[config.mk]
export PLATFORM = sky130hd
export DESIGN_NAME = rfsh_sched
export DESIGN_NICKNAME = d
export VERILOG_FILES = /design/src/rtl/rfsh_pkg.sv /design/src/rtl/rfsh_interval.sv /design/src/rtl/rfsh_strobe_fsm.sv /design/src/rtl/rfsh_arbiter.sv /design/src/rtl/rfsh_sched.sv
export SDC_FILE = /design/constraint.sdc
export NUM_CORES = 1
export LEC_CHECK = 0
export CELL_PAD_IN_SITES_DETAIL_PLACEMENT = 0
export CELL_PAD_IN_SITES_GLOBAL_PLACEMENT = 1
export CORE_UTILIZATION = 42
export DETAILED_ROUTE_END_ITERATION = 10
export PLACE_DENSITY = 0.93
export SYNTH_ARGS = -nofsm -noshare
export SYNTH_HDL_FRONTEND = slang
export SYNTH_HIERARCHICAL = 1
export SYNTH_SLANG_ARGS = --single-unit
[constraint.sdc]
create_clock -name clk -period 4.2 [get_ports clk]
set_input_delay 0.63 -clock clk [delete_from_list [all_inputs] [get_ports clk]]
set_output_delay 0.63 -clock clk [all_outputs]
set_load 0.02 [all_outputs]
[src/rtl/rfsh_pkg.sv]
package rfsh_pkg;
  typedef enum logic [1:0] {
    PH_IDLE = 2'd0,
    PH_CAS  = 2'd1,
    PH_RAS  = 2'd2
  } rfsh_ph_e;
endpackage

[src/rtl/rfsh_interval.sv]
// Interval down-counter: steps while enabled, reloads at zero.
module rfsh_interval #(
  parameter int CNT_W = 12
) (
  input  logic             clk,
  input  logic             rst_n,
  input  logic             en_i,
  input  logic [CNT_W-1:0] reload_i,
  output logic [CNT_W-1:0] cnt_o,
  output logic             wrap_o
);
  logic [CNT_W-1:0] cnt_q, cnt_d;
  logic             at_zero;

  assign at_zero = (cnt_q == '0);
  assign wrap_o  = en_i && at_zero;
  assign cnt_o   = cnt_q;

  always_comb begin
    cnt_d = cnt_q;
    if (en_i) begin
      if (at_zero) cnt_d = reload_i;
      else         cnt_d = cnt_q - CNT_W'(1);
    end
  end

  always_ff @(posedge clk or negedge rst_n) begin
    if (!rst_n)    cnt_q <= '0;
    else if (en_i) cnt_q <= cnt_d;
  end
endmodule

[src/rtl/rfsh_strobe_fsm.sv]
// CAS-then-RAS strobe sequencer.
module rfsh_strobe_fsm
  import rfsh_pkg::*;
#(
  parameter int PHASE_CLKS = 2
) (
  input  logic clk,
  input  logic rst_n,
  input  logic start_i,
  output logic idle_o,
  output logic fin_o,
  output logic cas_n_o,
  output logic ras_n_o
);
  localparam int PC_W = (PHASE_CLKS > 1) ? $clog2(PHASE_CLKS) : 1;
  localparam logic [PC_W-1:0] PC_LAST = PC_W'(PHASE_CLKS - 1);

  rfsh_ph_e        ph_q, ph_d;
  logic [PC_W-1:0] pc_q, pc_d;
  logic            ph_end;

  assign ph_end  = (pc_q == PC_LAST);
  assign idle_o  = (ph_q == PH_IDLE);
  assign fin_o   = (ph_q == PH_RAS) && ph_end;
  assign cas_n_o = (ph_q == PH_IDLE);
  assign ras_n_o = (ph_q != PH_RAS);

  always_comb begin
    ph_d = ph_q;
    pc_d = pc_q;
    unique case (ph_q)
      PH_IDLE: begin
        if (start_i) begin
          ph_d = PH_CAS;
          pc_d = '0;
        end
      end
      PH_CAS: begin
        if (ph_end) begin
          ph_d = PH_RAS;
          pc_d = '0;
        end else begin
          pc_d = pc_q + PC_W'(1);
        end
      end
      PH_RAS: begin
        if (ph_end) begin
          ph_d = PH_IDLE;
          pc_d = '0;
        end else begin
          pc_d = pc_q + PC_W'(1);
        end
      end
      default: begin
        ph_d = PH_IDLE;
        pc_d = '0;
      end
    endcase
  end

  always_ff @(posedge clk or negedge rst_n) begin
    if (!rst_n) begin
      ph_q <= PH_IDLE;
      pc_q <= '0;
    end else begin
      ph_q <= ph_d;
      pc_q <= pc_d;
    end
  end
endmodule

[src/rtl/rfsh_arbiter.sv]
// Owed/overdue bookkeeping, refresh start decision and bus grant.
module rfsh_arbiter (
  input  logic clk,
  input  logic rst_n,
  input  logic en_i,
  input  logic wrap_i,
  input  logic bus_idle_i,
  input  logic cyc_done_i,
  input  logic page_mode_i,
  input  logic bus_req_i,
  input  logic fsm_idle_i,
  input  logic fin_i,
  output logic start_o,
  output logic pend_o,
  output logic grant_o
);
  logic due_q, due_d;
  logic pend_q, pend_d;
  logic srv_q, srv_d;
  logic grant_q, grant_d;
  logic elig, take_pend, take_due, start_due;

  assign elig      = en_i && fsm_idle_i && !grant_q && !page_mode_i;
  assign take_pend = pend_q && (bus_idle_i || cyc_done_i);
  assign take_due  = due_q && bus_idle_i;
  assign start_o   = elig && (take_pend || take_due);
  assign start_due = start_o && !pend_q;
  assign pend_o    = pend_q;
  assign grant_o   = grant_q;

  always_comb begin
    due_d = due_q;
    if (wrap_i)         due_d = 1'b1;
    else if (start_due) due_d = 1'b0;
  end

  always_comb begin
    pend_d = pend_q;
    if (wrap_i && due_q && !start_due) pend_d = 1'b1;
    else if (fin_i && srv_q)           pend_d = 1'b0;
  end

  always_comb begin
    srv_d = srv_q;
    if (start_o) srv_d = pend_q;
  end

  always_comb begin
    if (grant_q) grant_d = bus_req_i;
    else         grant_d = bus_req_i && !page_mode_i && fsm_idle_i && !start_o;
  end

  always_ff @(posedge clk or negedge rst_n) begin
    if (!rst_n) begin
      due_q   <= 1'b0;
      pend_q  <= 1'b0;
      srv_q   <= 1'b0;
      grant_q <= 1'b0;
    end else begin
      due_q   <= due_d;
      pend_q  <= pend_d;
      srv_q   <= srv_d;
      grant_q <= grant_d;
    end
  end
endmodule

[src/rtl/rfsh_sched.sv]
module rfsh_sched #(
  parameter int CNT_W      = 12,
  parameter int PHASE_CLKS = 2
) (
  input  logic             clk,
  input  logic             rst_n,
  input  logic             en_i,
  input  logic [CNT_W-1:0] reload_i,
  input  logic             bus_idle_i,
  input  logic             cyc_done_i,
  input  logic             page_mode_i,
  input  logic             bus_req_i,
  output logic             cas_n_o,
  output logic             ras_n_o,
  output logic             bus_grant_o,
  output logic             pending_o
);
  logic [CNT_W-1:0] cnt_w;
  logic             wrap_w, start_w, idle_w, fin_w;

  rfsh_interval #(.CNT_W(CNT_W)) u_interval (
    .clk      (clk),
    .rst_n    (rst_n),
    .en_i     (en_i),
    .reload_i (reload_i),
    .cnt_o    (cnt_w),
    .wrap_o   (wrap_w)
  );

  rfsh_arbiter u_arb (
    .clk         (clk),
    .rst_n       (rst_n),
    .en_i        (en_i),
    .wrap_i      (wrap_w),
    .bus_idle_i  (bus_idle_i),
    .cyc_done_i  (cyc_done_i),
    .page_mode_i (page_mode_i),
    .bus_req_i   (bus_req_i),
    .fsm_idle_i  (idle_w),
    .fin_i       (fin_w),
    .start_o     (start_w),
    .pend_o      (pending_o),
    .grant_o     (bus_grant_o)
  );

  rfsh_strobe_fsm #(.PHASE_CLKS(PHASE_CLKS)) u_fsm (
    .clk     (clk),
    .rst_n   (rst_n),
    .start_i (start_w),
    .idle_o  (idle_w),
    .fin_o   (fin_w),
    .cas_n_o (cas_n_o),
    .ras_n_o (ras_n_o)
  );
endmodule

==> results of run 1 <==
layout make-up:
| type | instances | area share (%) |
|---|---|---|
| Tap cell | 30 | 2.58 |
| Timing Repair Buffer | 22 | 15.1 |
| Multi-Input combinational cell | 90 | 46.0 |
| Clock buffer | 4 | 1.81 |
| Sequential cell | 19 | 32.7 |
| Inverter | 7 | 1.81 |
cells in the mapped netlist, drive strengths merged (2+ instances only):
cell | count | area, um^2
dfrtp | 19 | 475
nand2 | 10 | 37.5
nand3 | 8 | 40.0
inv | 7 | 26.3
ha | 6 | 75.1
or3b | 6 | 52.6
nor2 | 5 | 18.8
nor3 | 5 | 25.0
o21ai | 5 | 25.0
or2 | 5 | 31.3
a21oi | 4 | 23.8
nor4 | 4 | 40.0
o211ai | 3 | 22.5
or4 | 3 | 26.3
a211oi | 2 | 15.0
a221o | 2 | 20.0
buf | 2 | 12.5
clkbuf | 2 | 7.51
nand2b | 2 | 12.5
nor2b | 2 | 12.5
o31ai | 2 | 15.0
or4b | 2 | 20.0
critical path, delay by kind of cell (launching register included):
kind                       cells  cell delay [ps]
and+or+nand+nor                3             1500
DFF                            1              400
AOI/OAI and AO/OA              1              290
adders and majority gates      1              170
buffers and inverters          1              120
state kept, by name, indices dropped and copies added (netlist names):
signal and cells:
u_arb/due_q 1, u_arb/grant_o 1, u_arb/pend_o 1, u_arb/srv_q 1
u_fsm/pc_q 1, u_fsm/ph_q 2, u_interval/cnt_o 12
layer usage:
metal	vias up	wire (um)
li1	489	-
met1	459	1110
met2	25	1170
met3	4	102
met4	0	44
met5	-	0
worst paths after layout:
path	slack (ps)	from	depth (start not counted)	end
worst max-delay path	1610	u_interval/cnt_o[0]$_DFFE_PN0P_	6	u_interval/cnt_o[3]$_DFFE_PN0P_
worst min-delay path	490	u_interval/cnt_o[11]$_DFFE_PN0P_	1	u_interval/cnt_o[11]$_DFFE_PN0P_
max in group asynchronous	2870	rst_n	1	u_fsm/ph_q[0]$_DFFE_PN0P_
worst min register to register	490	u_interval/cnt_o[11]$_DFFE_PN0P_	1	u_interval/cnt_o[11]$_DFFE_PN0P_
min in group asynchronous	800	rst_n	1	u_interval/cnt_o[0]$_DFFE_PN0P_
worst max register to register	1610	u_interval/cnt_o[0]$_DFFE_PN0P_	6	u_interval/cnt_o[3]$_DFFE_PN0P_
power by group through the flow:
stage / Sequential [mW] / Clock, mW / Combinational (mW)
after global routing: 0.332 / 0.103 / 0.341
after global placement: 0.320 / 0 / 0.294
after floorplan: 0.306 / 0 / 0.233
after detailed placement: 0.321 / 0 / 0.309
final: 0.320 / 0.0930 / 0.306
after CTS: 0.319 / 0.0963 / 0.308
cells by family (layout without fill, tap and decap cells):
group / count (synthesis) / count (layout) / share of synthesized area (%)
and+or+nand+nor: 57 / 57 / 32.0
AOI/OAI and AO/OA: 25 / 25 / 16.1
DFF: 19 / 19 / 40.0
buffers and inverters: 11 / 33 / 3.89
muxes: 2 / 2 / 1.79
adders and majority gates: 6 / 6 / 6.31
placed cells by master, fill, tap and decap left out, types with 2 or more instances in the layout:
master,n
a211oi_1,2
o211ai_1,3
clkdlybuf4s50_1,22
nor3_1,5
nand2b_1,2
nor2b_1,2
a221o_1,2
ha_1,6
or3b_1,2
a21oi_1,3
o31ai_1,2
clkbuf_4,3
inv_1,7
or3b_2,4
nand2_1,10
o21ai_0,5
dfrtp_1,19
or4_1,2
or2_2,4
nor2_1,5
nand3_1,8
nor4_1,3
per-stage QoR:
stage	hold WS [ps]	setup slack (ps)	total power, mW
2_1_floorplan	334	2280	0.540
3_3_place_gp	458	1390	0.615
3_5_place_dp	469	1280	0.630
4_1_cts	491	1590	0.723
5_1_grt	510	1390	0.775
6_report	487	1610	0.719
==> flow_metrics.py, run 1 <==
metrics = {
    "critical_path": {
        "path_max_fanout": 11,
        "cp.arrival_ps": 2780,
        "criticalPathCategory": "flip-flop to flip-flop",
        "cp_slowest_cell": "nor3_1",
        "worstSetupStartpointType": "flip-flop",
        "crit_chain": "inv_1 > ha_1 > or3b_2 > nor3_1 > nor2_1 > a221o_1",
        "max_stage_delay_ps": 900,
        "end_kind": "flip-flop",
        "required_ps": 4380,
    },
    "logic_synthesis": {
        "synth_enable_flop_cells": 0,
        "syn_inst": 120,
        "synth-async-reset-ratio_pct": 100,
        "ys_seq_area_share_pct": 40.0,
        "avgSynthCellArea_um2": 9.92,
        "synth_flop_cell": "dfrtp_1",
        "ys_ff_latch": 19,
        "syn-cell-area_um2": 1190,
        "synth_cell_type_count": 43,
        "syn-num-nets": 145,
        "yosysWarnings": 6,
    },
    "grt": {
        "gr-usage-met1_pct": 20.8,
        "grt.total_usage_pct": 17.7,
        "grtUsageMet3_pct": 3.28,
        "use_met2_pct": 30.8,
        "grt_pass1_vias": 1015,
        "grt_overflow": 0,
        "antenna_found_initial": 0,
        "top_usage_layer": "met2",
        "grt_max_degree": 20,
        "grt_first_pass_wirelength_mm": 4.30,
    },
    "sta": {
        "rsz0062_at_grt": "no",
        "fmax_mhz": 385,
        "skew_ps": 10.5,
        "setup_viol": 0,
        "drv_slew": 0,
        "final.period_utilization_pct": 61.8,
        "relSlewSlack_pct": 26.4,
        "fin_crit_ps": 2590,
        "worst_pin_slew_ps": 1100,
        "finalSetupTns_ps": 0,
        "hold_violations": 0,
    },
    "floorplan": {
        "die_width_um": 55.2,
        "core_um2": 2570,
        "start_util_pct": 46.3,
        "rows": 18,
        "die_area_um2": 3050,
        "die_height_um": 55.2,
        "io_pins": 23,
    },
    "placed_design": {
        "port_buffers": 22,
        "dp_hpwl_mm": 1.87,
        "dp.cells": 168,
        "place_area_um2": 1430,
        "gp_congestion": 0.796,
    },
    "cts": {
        "cts_tree": "done",
        "cts_buffer_depth": 2,
        "root_buffer": "clkbuf_4",
        "cts_resized": 0,
        "htreeDepth": 1,
        "clk_pin_slew_ps": 110,
        "insertion_delay_ps": 300,
        "hold_buffers": 0,
        "postCtsSetupBuffers": 0,
        "cts_made_buffers": 3,
        "cts_sinks": 19,
    },
    "power": {
        "power_frac_comb_pct": 42.5,
        "netSwitchingFraction_pct": 39.1,
        "p_seq_share_pct": 44.5,
        "p_leak_nw": 0.573,
        "netSwitchingPower_mw": 0.281,
        "pwr-share-clk_pct": 12.9,
        "power.density_nw_per_um2": 494,
        "intPower_mw": 0.438,
        "vdd_drop_max_mv": 0.285,
    },
    "finish": {
        "finish.utilization_pct": 56.6,
        "layout.area.seq_um2": 475,
        "drive_gt1_share_pct": 14.1,
        "multiInputGateArea_um2": 668,
        "final_nets": 168,
        "area_growth_pct": 22.2,
        "layoutNonFillerInstCount": 172,
        "design_area_um2": 1450,
        "fillers": 248,
        "diodes": 0,
    },
    "detailed_routing": {
        "wire_per_inst_um": 14.1,
        "via_count": 977,
        "drt_iter0_drc": 27,
        "drt-total-wl_mm": 2.43,
        "remaining_drc_errors": 0,
        "antenna_left": 0,
        "firstDrtPassIters": 4,
        "viasPerCell": 5.68,
    },
    "hold_path": {
        "hold_path_class": "flip-flop to flip-flop",
    },
    "run": {
        "maxCapViolCount": 0,
    },
    "outcome": {
        "status": "completed",
    },
}
Note: power is estimated with default switching activity, not from simulation.
==> run 2, diff against run 1 <==
--- a/config.mk
+++ b/config.mk
@@ -7,9 +7,9 @@
 export LEC_CHECK = 0
 export CELL_PAD_IN_SITES_DETAIL_PLACEMENT = 0
 export CELL_PAD_IN_SITES_GLOBAL_PLACEMENT = 1
-export CORE_UTILIZATION = 42
+export CORE_UTILIZATION = 35
 export DETAILED_ROUTE_END_ITERATION = 10
-export PLACE_DENSITY = 0.93
+export PLACE_DENSITY = 0.84
 export SYNTH_ARGS = -nofsm -noshare
 export SYNTH_HDL_FRONTEND = slang
 export SYNTH_HIERARCHICAL = 1
==> constraint.sdc (replaced) <==
create_clock -name clk -period 2.3 [get_ports clk]
set_input_delay 0.345 -clock clk [delete_from_list [all_inputs] [get_ports clk]]
set_output_delay 0.345 -clock clk [all_outputs]
set_load 0.02 [all_outputs]
==> run 2 against run 1 <==
Cell area is 4.4% higher. Combinational power is 85% higher. Global-route usage is 0.80 points lower. Clock skew is 8.2 ps lower. Final cell count is 12% higher.
==> flow_metrics.py, run 2 (synthesis results as in run 1) <==
metrics = {
    "outcome": {
        "status": "completed",
    },
    "critical_path": {
        "required_ps": 1960,
        "cp_slowest_cell": "clkdlybuf4s50_1",
        "max_stage_delay_ps": 660,
        "regToRegEndpoint": "u_interval/cnt_o[6]$_DFFE_PN0P_",
        "crit_start": "u_fsm/ph_q[1]$_DFFE_PN0P_",
        "path_max_fanout": 6,
        "criticalPathCategory": "flip-flop to output port",
        "cp.arrival_ps": 1820,
        "critical-path-top-delay-family": "buffers and inverters",
        "crit_chain": "inv_1 > ha_1 > clkdlybuf4s50_1",
        "crit_buf_inv": 2,
        "worstSetupStartpointType": "flip-flop",
        "rr_worst_depth": 7,
        "r2r_slack_ps": 230,
        "endpoint": "cas_n_o",
        "crit_cells": 3,
        "r2r_start": "u_interval/cnt_o[0]$_DFFE_PN0P_",
        "end_kind": "output port",
    },
    "grt": {
        "grt.total_usage_pct": 16.9,
        "grt_overflow": 0,
        "grt_max_degree": 20,
        "antenna_found_initial": 0,
        "grt_first_pass_wirelength_mm": 4.52,
        "grt_pass1_vias": 999,
    },
    "cts": {
        "cts_tree": "done",
        "cts_buffer_depth": 2,
        "htreeDepth": 1,
        "postCtsSetupBuffers": 0,
        "cts_made_buffers": 3,
        "root_buffer": "clkbuf_4",
        "cts_sinks": 19,
        "cts_resized": 0,
        "clk_pin_slew_ps": 110,
        "insertion_delay_ps": 300,
        "hold_buffers": 0,
    },
    "finish": {
        "largest_reg_flops": 12,
        "fillers": 308,
        "drive_gt1_share_pct": 18.2,
        "layout_commonest_cell": "clkdlybuf4s50_1",
        "layoutNonFillerInstCount": 192,
        "layout_common_cells": "22 x clkdlybuf4s50_1, 19 x dfrtp_1, 10 x nand2_1",
        "diodes": 0,
        "area_growth_pct": 27.6,
        "layout.area.seq_um2": 475,
        "multiInputGateArea_um2": 668,
        "design_area_um2": 1520,
        "final_nets": 174,
    },
    "detailed_routing": {
        "drt_iter0_drc": 27,
        "via_count": 994,
        "drt-total-wl_mm": 2.61,
        "antenna_left": 0,
        "viasPerCell": 5.18,
        "remaining_drc_errors": 0,
        "wire_per_inst_um": 13.6,
        "firstDrtPassIters": 4,
    },
    "floorplan": {
        "die_width_um": 60.3,
        "die_height_um": 60.3,
        "rows": 20,
        "core_um2": 3130,
        "die_area_um2": 3640,
        "start_util_pct": 38.0,
        "io_pins": 23,
    },
    "power": {
        "p_leak_nw": 0.606,
        "power.density_nw_per_um2": 877,
        "vdd_drop_max_mv": 0.495,
    },
    "sta": {
        "worst_pin_slew_ps": 366,
        "skew_ps": 2.29,
        "fin_crit_ps": 2160,
        "fmax_mhz": 462,
        "finalSetupTns_ps": 0,
        "setup_viol": 0,
        "drv_slew": 0,
        "rsz0062_at_grt": "no",
        "hold_violations": 0,
        "relSlewSlack_pct": 75.4,
        "final.period_utilization_pct": 94.1,
    },
    "placed_design": {
        "dp_hpwl_mm": 1.93,
        "dp.cells": 188,
        "port_buffers": 22,
        "place_area_um2": 1490,
        "gp_congestion": 0.885,
    },
    "hold_path": {
        "hold_path_class": "input port to asynchronous set/reset pin",
    },
    "run": {
        "maxCapViolCount": 0,
    },
}
run 2: final cells by class:
type	instances	area share, %
well taps	44	3.63
multi-input cells	90	44.0
repair buffers	28	17.5
flip-flops and latches	19	31.3
clock buffers	3	1.48
inverters	7	1.73
clock inverters	1	0.330
run 2: power breakdown:
part,internal (mW),switching [mW]
Sequential,0.458,0.134
Clock,0.0649,0.108
Combinational,0.281,0.284
run 2: how the worst min path moves through the flow:
stage	startpoint	endpoint	slack [ps]
after floorplan	rst_n	u_arb/due_q$_DFFE_PN0P_	50
after global placement	u_interval/cnt_o[11]$_DFFE_PN0P_	u_interval/cnt_o[11]$_DFFE_PN0P_	460
after detailed placement	u_interval/cnt_o[11]$_DFFE_PN0P_	u_interval/cnt_o[11]$_DFFE_PN0P_	460
after CTS	rst_n	u_arb/pend_o$_DFFE_PN0P_	370
after global routing	rst_n	u_arb/pend_o$_DFFE_PN0P_	360
final	rst_n	u_arb/pend_o$_DFFE_PN0P_	370
run 2: through the flow:
stage | setup WS (ps) | hold WS, ps | util (%) | power, mW
3_3_place_gp | 159 | 462 | 47.6 | 1.14
3_5_place_dp | 102 | 464 | 47.6 | 1.17
4_1_cts | 93.7 | 367 | 48.5 | 1.35
2_1_floorplan | 406 | 49.4 | - | 0.985
6_report | 137 | 366 | 48.5 | 1.33
5_1_grt | 15.6 | 357 | 48.5 | 1.46
run 2: layer usage:
metal	wire length (um)	share of wire, %	global-route usage [%]	up-vias
li1	-	-	-	502
met2	1230	47	28.1	25
met5	0	0	0	-
met3	125	4.8	4.98	2
met4	12	0.46	4.65	0
met1	1250	48	21.2	465
